`src/rtl/rdo_pkg.sv`:
```
package rdo_pkg;
  typedef enum logic [1:0] {
    CYC_DESEL = 2'b00,
    CYC_READ  = 2'b01,
    CYC_WRITE = 2'b10,
    CYC_RSVD  = 2'b11
  } cyc_e;
endpackage

```
`src/rtl/rdo_sleep_ctl.sv`:
```
module rdo_sleep_ctl
  import rdo_pkg::*;
#(
  parameter int unsigned REC_CYC = 4
) (
  input  logic       clk_i,
  input  logic       rst_ni,
  input  logic       sleep_i,
  input  logic [1:0] cyc_i,
  output cyc_e       cyc_acc_o,
  output logic       asleep_o,
  output logic       rec_err_o
);
  localparam int unsigned RW = $clog2(REC_CYC + 1);

  logic          seen_q, asleep_q, err_q;
  logic [RW-1:0] rec_q;
  logic          rec_act, blocked;

  assign rec_act = (rec_q != '0);
  assign blocked = !asleep_q && rec_act && (cyc_i == CYC_WRITE);

  always_comb begin
    if (asleep_q || blocked || cyc_i == CYC_RSVD) cyc_acc_o = CYC_DESEL;
    else                                          cyc_acc_o = cyc_e'(cyc_i);
  end

  always_ff @(posedge clk_i or negedge rst_ni) begin
    if (!rst_ni) begin
      seen_q   <= 1'b0;
      asleep_q <= 1'b0;
      rec_q    <= '0;
      err_q    <= 1'b0;
    end else begin
      err_q <= err_q | blocked;
      if (sleep_i) begin
        seen_q <= 1'b1;
        if (seen_q) asleep_q <= 1'b1;
        if (rec_act) rec_q <= rec_q - 1'b1;
      end else begin
        seen_q <= 1'b0;
        if (asleep_q) begin
          asleep_q <= 1'b0;
          rec_q    <= RW'(REC_CYC);
        end else if (rec_act) begin
          rec_q <= rec_q - 1'b1;
        end
      end
    end
  end

  assign asleep_o  = asleep_q;
  assign rec_err_o = err_q;

  AST_REC_NO_WRITE: assert property (@(posedge clk_i) disable iff (!rst_ni)
    rec_act && cyc_i == CYC_WRITE |-> cyc_acc_o != CYC_WRITE);
  AST_REC_ERR_SET: assert property (@(posedge clk_i) disable iff (!rst_ni)
    rec_act && !asleep_q && cyc_i == CYC_WRITE |=> rec_err_o);
  AST_ERR_STICKY: assert property (@(posedge clk_i) disable iff (!rst_ni)
    $past(rec_err_o) |-> rec_err_o);
  AST_WAKE_RECOVER: assert property (@(posedge clk_i) disable iff (!rst_ni)
    asleep_o && !sleep_i |=> !asleep_o && rec_act);
endmodule

```
`src/rtl/rdo_cmd_pipe.sv`:
```
module rdo_cmd_pipe
  import rdo_pkg::*;
#(
  parameter int unsigned LANES  = 4,
  parameter int unsigned LANE_W = 9
) (
  input  logic                    clk_i,
  input  logic                    rst_ni,
  input  cyc_e                    cyc_acc_i,
  input  logic [LANES-1:0]        be_i,
  input  logic [LANES*LANE_W-1:0] rd_data_i,
  output logic                    s1_rd_o,
  output logic                    s1_wr_o,
  output logic [LANES-1:0]        s1_be_o,
  output logic                    s2_rd_o,
  output logic [LANES*LANE_W-1:0] s2_data_o
);
  localparam int unsigned DW = LANES * LANE_W;

  cyc_e             s1_q;
  logic [LANES-1:0] be_q;
  logic             s2_q;
  logic [DW-1:0]    data_q;

  always_ff @(posedge clk_i or negedge rst_ni) begin
    if (!rst_ni) begin
      s1_q   <= CYC_DESEL;
      be_q   <= '0;
      s2_q   <= 1'b0;
      data_q <= '0;
    end else begin
      s1_q <= cyc_acc_i;
      be_q <= (cyc_acc_i == CYC_WRITE) ? be_i : '0;
      s2_q <= (s1_q == CYC_READ);
      if (s1_q == CYC_READ) data_q <= rd_data_i;
    end
  end

  assign s1_rd_o   = (s1_q == CYC_READ);
  assign s1_wr_o   = (s1_q == CYC_WRITE);
  assign s1_be_o   = be_q;
  assign s2_rd_o   = s2_q;
  assign s2_data_o = data_q;
endmodule

```
`src/rtl/rdo_out_gate.sv`:
```
module rdo_out_gate #(
  parameter int unsigned LANES  = 4,
  parameter int unsigned LANE_W = 9
) (
  input  logic                    clk_i,
  input  logic                    rst_ni,
  input  logic                    pipe_mode_i,
  input  logic                    oe_ni,
  input  logic                    asleep_i,
  input  logic                    s1_rd_i,
  input  logic                    s2_rd_i,
  input  logic [LANES*LANE_W-1:0] s2_data_i,
  input  logic [LANES*LANE_W-1:0] rd_data_i,
  output logic [LANES*LANE_W-1:0] dq_o,
  output logic                    dq_oe_o
);
  localparam int unsigned DW = LANES * LANE_W;

  logic          drv;
  logic [DW-1:0] src;

  // deselect/write in stage 1 kills pipelined data one stage early
  assign drv     = pipe_mode_i ? (s2_rd_i & s1_rd_i) : s1_rd_i;
  assign src     = pipe_mode_i ? s2_data_i : rd_data_i;
  assign dq_oe_o = drv & ~asleep_i & ~oe_ni;

  for (genvar g = 0; g < LANES; g++) begin : g_lane
    assign dq_o[g*LANE_W +: LANE_W] = dq_oe_o ? src[g*LANE_W +: LANE_W] : '0;
  end

  AST_QUIET_ZERO: assert property (@(posedge clk_i) disable iff (!rst_ni)
    !dq_oe_o |-> dq_o == '0);
  AST_PIPE_NEEDS_REG: assert property (@(posedge clk_i) disable iff (!rst_ni)
    pipe_mode_i && dq_oe_o |-> $past(s1_rd_i));
endmodule

```
`src/rtl/sram_rd_out_stage.sv`:
```
module sram_rd_out_stage
  import rdo_pkg::*;
#(
  parameter int unsigned LANES   = 4,
  parameter int unsigned LANE_W  = 9,
  parameter int unsigned REC_CYC = 4
) (
  input  logic                    clk_i,
  input  logic                    rst_ni,
  input  logic                    pipe_mode_i,
  input  logic                    oe_ni,
  input  logic                    sleep_i,
  input  logic [1:0]              cyc_i,
  input  logic [LANES-1:0]        be_i,
  input  logic [LANES*LANE_W-1:0] rd_data_i,
  output logic [LANES*LANE_W-1:0] dq_o,
  output logic                    dq_oe_o,
  output logic                    wr_en_o,
  output logic [LANES-1:0]        wr_be_o,
  output logic                    sleep_o,
  output logic                    rec_err_o
);
  localparam int unsigned DW = LANES * LANE_W;

  cyc_e          cyc_acc;
  logic          asleep, s1_rd, s1_wr, s2_rd;
  logic [DW-1:0] s2_data;

  rdo_sleep_ctl #(.REC_CYC(REC_CYC)) u_sleep (
    .clk_i, .rst_ni, .sleep_i, .cyc_i,
    .cyc_acc_o(cyc_acc), .asleep_o(asleep), .rec_err_o
  );

  rdo_cmd_pipe #(.LANES(LANES), .LANE_W(LANE_W)) u_pipe (
    .clk_i, .rst_ni, .cyc_acc_i(cyc_acc), .be_i, .rd_data_i,
    .s1_rd_o(s1_rd), .s1_wr_o(s1_wr), .s1_be_o(wr_be_o),
    .s2_rd_o(s2_rd), .s2_data_o(s2_data)
  );

  rdo_out_gate #(.LANES(LANES), .LANE_W(LANE_W)) u_gate (
    .clk_i, .rst_ni, .pipe_mode_i, .oe_ni, .asleep_i(asleep),
    .s1_rd_i(s1_rd), .s2_rd_i(s2_rd), .s2_data_i(s2_data),
    .rd_data_i, .dq_o, .dq_oe_o
  );

  assign wr_en_o = s1_wr;
  assign sleep_o = asleep;

  AST_WRITE_HIZ: assert property (@(posedge clk_i) disable iff (!rst_ni)
    wr_en_o |-> !dq_oe_o);
  AST_OE_BLOCK: assert property (@(posedge clk_i) disable iff (!rst_ni)
    oe_ni |-> !dq_oe_o);
  AST_SLEEP_QUIET: assert property (@(posedge clk_i) disable iff (!rst_ni)
    sleep_o && $past(sleep_o) |-> !wr_en_o && !dq_oe_o);
  AST_BE_IDLE: assert property (@(posedge clk_i) disable iff (!rst_ni)
    !wr_en_o |-> wr_be_o == '0);
endmodule

```
`config.mk`:
```
export PLATFORM = sky130hd
export DESIGN_NAME = sram_rd_out_stage
export DESIGN_NICKNAME = d
export VERILOG_FILES = /design/src/rtl/rdo_pkg.sv /design/src/rtl/rdo_sleep_ctl.sv /design/src/rtl/rdo_cmd_pipe.sv /design/src/rtl/rdo_out_gate.sv /design/src/rtl/sram_rd_out_stage.sv
export SDC_FILE = /design/constraint.sdc
export NUM_CORES = 1
export LEC_CHECK = 0
export ABC_AREA = 1
export BUFFER_PORTS_ARGS = -buffer_cell sky130_fd_sc_hd__buf_2
export CELL_PAD_IN_SITES_DETAIL_PLACEMENT = 1
export CELL_PAD_IN_SITES_GLOBAL_PLACEMENT = 1
export CORE_UTILIZATION = 32
export CTS_CLUSTER_DIAMETER = 100
export DETAILED_ROUTE_END_ITERATION = 8
export PLACE_DENSITY = 0.74
export SYNTH_ARGS = -nofsm -noshare
export SYNTH_HDL_FRONTEND = slang
export SYNTH_SLANG_ARGS = --single-unit
```
`constraint.sdc`:
```
create_clock -name clk_i -period 1.1 [get_ports clk_i]
set_input_delay 0.055 -clock clk_i [delete_from_list [all_inputs] [get_ports clk_i]]
set_output_delay 0.055 -clock clk_i [all_outputs]
set_load 0.05 [all_outputs]
```
# Word level (Yosys, flattened, before mapping)
# Cells that the tools add are included.
# word_totals
ff_bits	49
inputBits	47
out_inout_bits	44
elab_cells	41
# classes
add_sub_neg	1
eq_ne	6
n_mux	14
n_bitwise	6
reduce_logical	6
# op_table
cell	count
$mux 36	1
$mux 9	4
$mux 3	3
$eq 2x2->1 const B	4
$mux 1	4
$mux 4	1
$and 1x1->1	3
$reduce_bool 3->1	1
$sub 3x1->3 const B	1
$eq 2x1->1 const B	1
$logic_and 1x1->1	2
$logic_or 1x1->1	2
$mux 2	1
$ne 2x1->1 const B	1
$not 1->1	2
$logic_not 1->1	1
$or 1x1->1	1

# Depth between registers and ports, before layout
# Gate-level depths: netlist of the first run.
# logic_depth
depth_word	8
ltp_mapped	7

# Hierarchy
# From an unflattened synthesis of the first run, not the netlist that was laid out.
# hier_totals
cells_unflattened	448
area_unflattened_um2	3024.2
# modules_own_cells
mod	instances	cells_each	area_per_inst_um2	seq_area_each_um2
rdo_cmd_pipe	1	176	1697.9	1076.0
rdo_out_gate	1	234	1018.5	0.0
rdo_sleep_ctl	1	38	307.8	150.1

# Worst setup path after synthesis of the first run
# No wires, ideal clock.
# synth_timing
path_kind	reg2out
startpoint	register u_sleep.asleep_q, in the netlist u_sleep.asleep_o
endpoint	output port dq_o[17]
arrival_time_ns	1.655
path_slack_ns	-0.610
path_stages_with_launch	4
path_cell_list	dfrtp_1 > nor2_1 > nand3_4 > nor2_1
# synth_via
elab_chain_len	4
# synth_lines
item	line	rtl
from (decl)	rdo_sleep_ctl.sv:16	logic seen_q, asleep_q, err_q;
from (signal assigned)	rdo_sleep_ctl.sv:31	asleep_q <= 1'b0;
from (signal assigned)	rdo_sleep_ctl.sv:38	if (seen_q) asleep_q <= 1'b1;
from (signal assigned)	rdo_sleep_ctl.sv:43	asleep_q <= 1'b0;
$not 1->1	rdo_out_gate.sv:25	assign dq_oe_o = drv & ~asleep_i & ~oe_ni;
$and 1x1->1 (2 in series)	rdo_out_gate.sv:25	
$mux 9	rdo_out_gate.sv:28	assign dq_o[g*LANE_W +: LANE_W] = dq_oe_o ? src[g*LANE_W +: LANE_W] : '0;
to (decl)	sram_rd_out_stage.sv:16	output logic [LANES*LANE_W-1:0] dq_o,
# Every way passes these cells.

# Final worst setup path of the first run
# layout_timing
startpoint	register u_pipe.s1_q[1]
endpoint	output port dq_o[0]
# layout_via
elab_chain_len	6
# layout_lines
item	line	rtl
from (decl)	rdo_cmd_pipe.sv:20	cyc_e s1_q;
from (signal assigned)	rdo_cmd_pipe.sv:32	s1_q <= cyc_acc_i;
$eq 2x1->1 *	rdo_cmd_pipe.sv:39	assign s1_rd_o = (s1_q == CYC_READ);
via s1_rd	sram_rd_out_stage.sv:26	logic asleep, s1_rd, s1_wr, s2_rd;
$and 1x1->1	rdo_out_gate.sv:23	assign drv = pipe_mode_i ? (s2_rd_i & s1_rd_i) : s1_rd_i;
$mux 1 *	rdo_out_gate.sv:23	
$and 1x1->1 * (2 in series)	rdo_out_gate.sv:25	
$mux 9 *	rdo_out_gate.sv:28	
# The timed path passes the listed nets; every way through them passes the cells marked *.

==> metrics.yaml, run 1 <==
synthesis:
  synth_commonest_cells: "inv_1, nor2_1, nand2_1, dfrtp_1, o21ai_0"
  yosysTopAreaCellShare_pct: 44.30
  ys_seq_elements: 49
  synth_cells: 401
  ys_seq_area_share_pct: 44.30
  synth_area_um2: 2768
  yosysTopAreaCell: "dfrtp_1"
  yosysMostFrequentCell: "inv_1"
  ys.flop_type: "dfrtp_1"
  yosys-top-cells-area: "dfrtp_1, inv_1, nor2_1"
  ys_types: 15
  syn_area_per_cell_um2: 6.902
  synth_edf_count: 0
  async_reset_ff_share_pct: 100.0
  synth_nets: 451
  yosysWarnings: 0
layout:
  finalNetCount: 569
  drive_gt1_share_pct: 36.35
  multi_input_area_um2: 1399
  regArea_um2: 1227
  syn_to_final_growth_pct: 62.97
  fill_cells: 984
  n_antenna_cell: 0
worst_setup_path:
  cp_max_fo: 6
  crit_family: "flip-flops"
  path_buf_inv: 2
  max_stage_delay_ps: 430
  ff2ff_path_depth: 7
  slowest_stage: "dfrtp_1"
  crit_required_ps: 1040
  r2r_start: "u_pipe.s1_q[0]"
  endpoint_kind: "output port"
  crit_type: "flip-flop to output port"
  worstPathCellList: "nor2_4 -> nand3_4 -> buf_4 -> nor2_4 -> buf_6"
  crit_path_frequent_cell: "nor2_4"
  timing.rr.end: "u_pipe.s2_data_o[7]"
  reg2reg_slack_ps: -140
  startpoint: "u_pipe.s1_q[1]"
  arrival_ps: 1490
  cp-start-kind: "flip-flop"
  crit_end: "dq_o[0]"
  crit_cells: 5
place:
  gp_congestion: 0.6823
  dp_hpwl_um: 5122
  portBuffers: 90
  pre_cts_ws_ps: -242.7
hold_path:
  min-delay-start: "rd_data_i[8]"
  hold_path.class: "primary input to flip-flop"
run_status:
  failed_checks: "hold timing, setup timing"
  status: "complete, but fails checks"
drt:
  ant_nets: 0
  routed_wl_um: 8798
  first_pass_iters: 4
  dr.first_iter.drc_count: 121
  drc: 0
  dr_total_vias: 2853
  wl_per_cell_um: 14.08
  vias_per_cell: 4.565
sta:
  worst_pin_slew_ps: 292.2
  drv_slew: 0
  skew_ps: 14.93
  fmax_mhz: 647.1
  finalCritPeriodShare_pct: 140.5
  fin_hold_ws_ps: -11.81
  final-hold-violation-count: 3
  setup_viol: 81
  slew-limit-headroom_pct: 80.45
  rsz0062_at_grt: "true"
  fin_crit_ps: 1545
  fin_ws_ps: -445.3
global_routing:
  grt_max_degree: 50
  grt_pass1_wl_um: 13170
  track_usage_pct: 19.05
  antenna_found_initial: 0
  grt_pass1_vias: 2861
  overflow: 0
clock_tree:
  path_clk_slew_ps: 100
  cts_max_level: 2
  cts_root_buf: "clkbuf_8"
  insertion_delay_ps: 320
  cts_buffers: 5
  cts_tree: "yes"
  cts_buffer_depth: 2
  cts_sinks: 49
die:
  num_io_pins: 91
  die_x_um: 95
  die-area_um2: 9025
  initial_core_util_pct: 33.35
  rows: 33
  core-area_um2: 8299
  die_y_um: 95
pwr:
  p_switching_uw: 1936
  p_per_area_nw_per_um2: 1246
  vdd_drop_max_v: 0.0009742
  p_leak_uw: 0.002467
  seqPwrFrac_pct: 41.9
  p_total_uw: 5620
  sw_frac_of_total_pct: 34.44
  p_clk_share_pct: 25.1
  p_int_uw: 3684
  pwr-share-comb_pct: 33.0
job:
  cap_violations: 0
[worst min path at each step]
stage,slack [ps],cells past startpoint,endpoint
after floorplan,-240,0,u_pipe.s1_be_o[0]
after global placement,70,2,u_pipe.s2_data_o[21]
after detailed placement,70,2,u_pipe.s2_data_o[20]
after CTS,4,3,u_pipe.s2_data_o[25]
after global routing,10,3,u_pipe.s2_data_o[8]
final,-10,3,u_pipe.s2_data_o[8]
[state kept, by name (all words and copies together), names as in the netlist]
register,flops
u_pipe.s1_be_o,4
u_pipe.s1_q,2
u_pipe.s2_data_o,36
u_pipe.s2_rd_o,1
u_sleep.asleep_o,1
u_sleep.rec_err_o,1
u_sleep.rec_q,3
u_sleep.seen_q,1
[power by group through the flow]
stage | clock network [uW] | logic [uW] | registers [uW]
2_1_floorplan | 0 | 967 | 2360
6_report | 1410 | 1850 | 2360
3_3_place_gp | 0 | 1310 | 2340
3_5_place_dp | 0 | 1380 | 2360
5_1_grt | 1500 | 2070 | 2400
4_1_cts | 1440 | 1660 | 2340
[per-layer routing]
metal | up-vias | part of all wire, % | track usage [%]
li1 | 1388 | - | -
met1 | 1382 | 41 | 23.99
met2 | 73 | 54 | 33.75
met3 | 10 | 4.1 | 3.704
met4 | 0 | 0.92 | 3.788
met5 | - | 0 | 0
[stage by stage]
stage                     area [um^2]  std cells  TNS (ps)  hold WS, ps  utilization (%)
final                            4511        625    -19940       -11.81            54.35
after global routing             4511        625    -24460        11.31            54.35
after CTS                        4212        613    -18480        4.035            50.75
after detailed placement         3593        590     -7193        69.35            43.30
after global placement           3593        590     -5861        69.29            43.30
after floorplan                  2964        401     -9755       -240.6                -
[logic make-up after synthesis]
group,share of synthesized area [%]
buf+inv,16.27
simple gates,31.19
compound gates,6.872
flops,44.30
fa+ha+maj,1.356
[cell type report]
cell class / instances / share of cell area [%]
multi-input combinational: 244 / 31.01
clock buffer: 6 / 1.831
inverter: 91 / 7.712
sequential: 49 / 27.21
timing repair buffer: 128 / 28.49
clock inverter: 2 / 0.8322
tap: 105 / 2.913
[placed cells by master (no fill, tap or decap), types with 2 or more instances in the layout]
cell and count:
inv_2 6, nand2_1 73, ha_4 3, dlygate4sd3_1 13, nor2_1 76, buf_8 8
nor2_2 7, clkinvlp_4 2, buf_2 51, clkbuf_16 6, o21ai_0 14, o21ai_1 21
nor2_4 37, buf_6 37, o21ai_2 3, clkbuf_8 6, inv_1 83, buf_12 6
nand2_8 2, buf_16 2, nand2_2 3, dfrtp_1 48, nand4_1 2, buf_4 5
[worst min-delay path: cells and delay by family]
family / cells / cell delay, ps
buf+inv: 2 / 150
compound gates: 1 / 70
[timing repair]
item	4_1_cts	5_1_grt
setup buffers	2	1
resized for setup	113	33
hold buffers	11	2
setup endpoints to repair	64	84
gates cloned	2	9
pin swaps	3	3
endpoints found under the hold margin	60	2
(Power assumes the default switching activity.)
==> inputs of run 2 (changes only) <==
--- a/config.mk
+++ b/config.mk
@@ -6,12 +6,13 @@
 export NUM_CORES = 1
 export LEC_CHECK = 0
 export ABC_AREA = 1
-export BUFFER_PORTS_ARGS = -buffer_cell sky130_fd_sc_hd__buf_2
+export BUFFER_PORTS_ARGS = -buffer_cell sky130_fd_sc_hd__buf_4
 export CELL_PAD_IN_SITES_DETAIL_PLACEMENT = 1
 export CELL_PAD_IN_SITES_GLOBAL_PLACEMENT = 1
 export CORE_UTILIZATION = 32
 export CTS_CLUSTER_DIAMETER = 100
 export DETAILED_ROUTE_END_ITERATION = 8
+export GPL_TIMING_DRIVEN = 0
 export PLACE_DENSITY = 0.74
 export SYNTH_ARGS = -nofsm -noshare
 export SYNTH_HDL_FRONTEND = slang
==> run 2 against run 1 <==
Worst setup slack worse by 100 ps. Non-clock buffer count increased by 7. Maximum frequency fell by 6.2%. Final cell count increased by 0.80%. Critical path depth is 1 higher. Sequential power about the same. Combinational power grew 12%. Total power fell by 1.7%. Clock power fell by 22%. First-iteration DRC count shrank 55%. Cell area up 1.6%. The run ends with setup timing left. Count of clock-buffer cells in the layout is 1 higher.
==> metrics.yaml, run 2 (synthesized netlist as in run 1, its figures left out) <==
global_routing:
  overflow: 0
  grt_pass1_wl_um: 13560
  track_usage_pct: 19.49
  grt_pass1_vias: 2936
  grt_max_degree: 50
  antenna_found_initial: 0
worst_setup_path:
  reg2reg_slack_ps: -160
  endpoint_kind: "output port"
  arrival_ps: 1590
  ff2ff_path_depth: 5
  crit_type: "flip-flop to output port"
  crit_required_ps: 1040
  cp-start-kind: "flip-flop"
  cp_max_fo: 6
  r2r_start: "u_sleep.rec_q[0]"
  crit_end: "dq_o[34]"
  timing.rr.end: "u_pipe.s1_be_o[2]"
  startpoint: "u_sleep.asleep_o"
pwr:
  sw_frac_of_total_pct: 35.10
  p_switching_uw: 1939
  vdd_drop_max_v: 0.001004
  p_per_area_nw_per_um2: 1206
  p_leak_uw: 0.002504
  p_int_uw: 3585
  p_total_uw: 5525
  seqPwrFrac_pct: 42.7
  pwr-share-comb_pct: 37.5
  p_clk_share_pct: 19.9
layout:
  final_area_um2: 4581
  syn_to_final_growth_pct: 65.51
  n_antenna_cell: 0
  drive_gt1_share_pct: 36.19
  final_cell_mix: "inv_1, nor2_1, nand2_1, buf_4, dfrtp_1"
  finalNetCount: 575
  final_common_cell: "inv_1"
  largest_register_ffs: 36
die:
  initial_core_util_pct: 33.35
  die_y_um: 95
  num_io_pins: 91
  rows: 33
  die-area_um2: 9025
  core-area_um2: 8299
  die_x_um: 95
drt:
  dr.first_iter.drc_count: 55
  vias_per_cell: 4.443
  drc: 0
  dr_total_vias: 2799
  routed_wl_um: 8605
  wl_per_cell_um: 13.66
  first_pass_iters: 4
  ant_nets: 0
place:
  place_area_um2: 3764
  dp_hpwl_um: 5739
  portBuffers: 89
  gp_congestion: 0.7291
sta:
  finalCritPeriodShare_pct: 149.8
  tns_ps: -24450
  fin_crit_ps: 1648
  fin_ws_ps: -547.8
  drv_slew: 0
  fmax_mhz: 606.9
  fin_hold_ws_ps: 26.83
  final-hold-violation-count: 0
  slew-limit-headroom_pct: 56.96
  skew_ps: 8.056
  setup_viol: 84
  worst_pin_slew_ps: 645.6
  rsz0062_at_grt: "true"
clock_tree:
  path_clk_slew_ps: 90
  cts_tree: "yes"
  insertion_delay_ps: 300
  cts_buffer_depth: 2
  cts_sinks: 49
  cts_root_buf: "clkbuf_8"
  cts_max_level: 2
  cts_buffers: 5
hold_path:
  min-delay-start: "rd_data_i[30]"
  hold_path.class: "primary input to flip-flop"
run_status:
  status: "complete, but fails checks"
  failed_checks: "setup timing"
job:
  cap_violations: 0
==> run 2: changes by cell type in the layout (fill, tap and decap cells not counted), sizes merged <==
cell         before  now
clkbuf           12    9
clkinvlp          2    1
bufinv            1    0
dlygate4sd3      13    7
buf             109  126
nand2            78   77
==> run 2: power by group through the flow <==
stage | Combinational [uW] | Clock [uW] | Sequential, uW
2_1_floorplan | 967 | 0 | 2360
3_3_place_gp | 1350 | 0 | 2350
3_5_place_dp | 1440 | 0 | 2370
4_1_cts | 1830 | 1110 | 2350
5_1_grt | 2300 | 1210 | 2400
6_report | 2070 | 1100 | 2360
==> run 2: routing by layer <==
metal	up-vias	track usage, %	routed length [um]
met5	-	0	0
met4	0	3.409	54
met3	5	4.509	399
met2	58	36.15	4542
met1	1341	22.91	3609
li1	1395	-	-
==> run 2: metrics by stage <==
stage	util, %	cells	setup slack, ps
after detailed placement	45.35	595	-314.1
after global placement	45.35	595	-283.1
after floorplan	-	401	-276.8
final	55.19	630	-547.8
after CTS	52.39	622	-532.6
after global routing	55.19	630	-603.0
==> run 2: critical path, cell delays in order, from the launching register on <==
cell and delay (ps):
dfrtp_2 440, nor2_4 130, nand3_4 140, buf_12 180, clkbuf_16 160, nor2_4 80, buf_6 160
==> run 2: area by class of cell <==
cell class / count / area [um^2]
fill: 1016 / 3719
multi-input combinational: 243 / 1374
sequential: 49 / 1227
timing repair buffer: 117 / 1216
inverter: 91 / 355.3
buffer: 18 / 190.2
tap: 105 / 131.4
clock buffer: 7 / 86.33
==> run 2: worst min-delay path by stage <==
stage	slack (ps)	to	cells after the start
after detailed placement	120	u_pipe.s2_data_o[21]	1
after global placement	120	u_pipe.s2_data_o[21]	1
after CTS	10	u_pipe.s1_q[0]	3
after floorplan	-240	u_pipe.s1_be_o[0]	0
final	30	u_pipe.s2_data_o[30]	3
after global routing	30	u_pipe.s2_data_o[26]	3
==> run 2: what timing repair did <==
action	in CTS	in global routing
hold buffers	7	0
resized for setup	77	40
cloned	1	2
pin swaps	5	10
hold endpoints to repair	55	0
buffers inserted	12	6
endpoints found under the setup margin	83	83
==> inputs of run 3 (changes only) <==
--- a/config.mk
+++ b/config.mk
@@ -13,7 +13,7 @@
 export CTS_CLUSTER_DIAMETER = 100
 export DETAILED_ROUTE_END_ITERATION = 8
 export GPL_TIMING_DRIVEN = 0
-export PLACE_DENSITY = 0.74
+export PLACE_DENSITY = 0.85
 export SYNTH_ARGS = -nofsm -noshare
 export SYNTH_HDL_FRONTEND = slang
 export SYNTH_SLANG_ARGS = --single-unit
==> run 3 against run 2 <==
The flow still finishes with violations (setup timing). Largest cell class is now multi-input combinational cells. Hold slack got worse by 3.4 ps. Sequential share of layout area rose by 0.25 points. Flip-flop and latch count unchanged. Total power hardly changed. Combinational power decreased by 5%. Maximum frequency up 0.24%. Count of clock-buffer cells in the layout unchanged. Critical endpoint is now dq_o[24]. Cell area fell by 0.93%. Clock power increased by 8%. Register-to-register slack worse by 20 ps. Critical path depth stayed put.
==> metrics.yaml, run 3 (synthesized netlist as in run 1, its figures left out) <==
layout:
  final_area_um2: 4538
  final_common_cell: "inv_1"
  final_core_util_pct: 54.68
  largest_register_ffs: 36
  n_antenna_cell: 0
  final_cell_mix: "inv_1, nand2_1, nor2_1, buf_4, dfrtp_1"
  finalNetCount: 572
  drive_gt1_share_pct: 36.52
  syn_to_final_growth_pct: 63.97
drt:
  ant_nets: 0
  routed_wl_um: 9598
  dr_total_vias: 2887
  drc: 0
  dr.first_iter.drc_count: 68
  wl_per_cell_um: 15.28
  first_pass_iters: 4
  vias_per_cell: 4.597
place:
  portBuffers: 89
  place_area_um2: 3764
  gp_congestion: 0.7042
  dp_hpwl_um: 6121
sta:
  rsz0062_at_grt: "true"
  fmax_mhz: 608.4
  setup_viol: 83
  slew-limit-headroom_pct: 56.14
  worst_pin_slew_ps: 658.0
  skew_ps: 8.090
  final-hold-violation-count: 0
  tns_ps: -24070
  drv_slew: 0
  finalCritPeriodShare_pct: 149.4
  fin_ws_ps: -543.8
  fin_crit_ps: 1644
worst_setup_path:
  crit_family: "buffers and inverters"
  slowest_stage: "dfrtp_1"
  cp_max_fo: 5
  crit_type: "flip-flop to output port"
  crit_required_ps: 1040
  worstPathCellList: "nor2_4 -> nand3_4 -> buf_12 -> buf_12 -> nor2_4 -> buf_8"
  cp-start-kind: "flip-flop"
  endpoint_kind: "output port"
  arrival_ps: 1590
  path_buf_inv: 3
  max_stage_delay_ps: 420
die:
  die-area_um2: 9025
  initial_core_util_pct: 33.35
  die_y_um: 95
  rows: 33
  core-area_um2: 8299
  num_io_pins: 91
  die_x_um: 95
global_routing:
  grt_pass1_vias: 3124
  grt_pass1_wl_um: 15140
  antenna_found_initial: 0
  grt_max_degree: 50
  track_usage_pct: 22.40
  overflow: 0
clock_tree:
  path_clk_slew_ps: 90
  cts_sinks: 49
  insertion_delay_ps: 300
  cts_root_buf: "clkbuf_8"
  cts_buffers: 5
  cts_tree: "yes"
  cts_max_level: 2
  cts_buffer_depth: 2
hold_path:
  hold_path.class: "primary input to flip-flop"
pwr:
  p_per_area_nw_per_um2: 1216
  vdd_drop_max_v: 0.0008999
  p_leak_uw: 0.002473
run_status:
  status: "complete, but fails checks"
  failed_checks: "setup timing"
job:
  cap_violations: 0
## run 3: changes by cell type in the layout (fill, tap and decap cells not counted), moves of 2 or more
| cell | change |
|---|---|
| clkbuf_16 | -2 |
| buf_12 | +2 |
| nor2_4 | +3 |
| buf_8 | -2 |
| nor2_1 | -3 |
## run 3: area by class of cell
| type | instances | area [um^2] |
|---|---|---|
| Multi-Input combinational cell | 243 | 1385 |
| Buffer | 18 | 171.4 |
| Sequential cell | 49 | 1227 |
| Timing Repair Buffer | 114 | 1171 |
| Clock buffer | 7 | 96.34 |
| Fill cell | 1006 | 3761 |
| Clock inverter | 1 | 5.005 |
| Inverter | 91 | 350.3 |
| Tap cell | 105 | 131.4 |
## run 3: worst reg2reg max path: cells and delay by family (launching register included)
kind / cells / cell delay, ps
buffers and inverters: 2 / 420
flip-flops: 1 / 420
AO/OA/AOI/OAI: 1 / 200
AND/OR/NAND/NOR: 1 / 130
## run 3: where the power goes
group | internal [uW] | switching [uW] | leakage (uW) | total (uW)
logic | 851 | 1110 | 0.00181 | 1960
clock network | 570 | 620 | 0.0000542 | 1190
registers | 2150 | 219 | 0.000605 | 2370
## run 3: through the flow
stage	hold WS (ps)	power, uW	worst slack [ps]	std cells
3_5_place_dp	131.0	3822	-339.7	595
2_1_floorplan	-240.6	3324	-276.8	401
5_1_grt	43.84	5835	-617.0	628
4_1_cts	13.91	5299	-537.9	624
6_report	23.47	5520	-543.8	628
3_3_place_gp	116.7	3693	-254.6	595
## run 3: path summary, 6_finish.rpt
kind	startpoint	end	slack (ps)	cells after the start
max	u_pipe.s1_q[1]	dq_o[24]	-540	6
max in group asynchronous	rst_ni	u_sleep.asleep_o	330	2
min reg2reg	u_pipe.s2_data_o[9]	u_pipe.s2_data_o[9]	490	2
max reg2reg	u_pipe.s1_q[1]	u_pipe.s2_data_o[8]	-180	4
min	rd_data_i[28]	u_pipe.s2_data_o[28]	20	3
min in group asynchronous	rst_ni	u_sleep.rec_q[1]	310	2
## run 3: routing by layer
metal  wire, um  vias up  share of wire (%)  global-route usage (%)
li1           -     1383                  -                       -
met1       3643     1393                 38                   23.39
met2       5337       95                 56                   44.18
met3        464       16                4.8                   4.750
met4        153        0                1.6                   6.439
met5          0        -                  0                       0
## run 3: timing repair
action / in CTS / in global routing
resized for setup: 85 / 28
pin swaps: 7 / 10
gates cloned: 3 / 0
buffers inserted: 11 / 5
endpoints found under the setup margin: 83 / 84
hold endpoints to repair: 55 / 0
hold buffers: 7 / 0
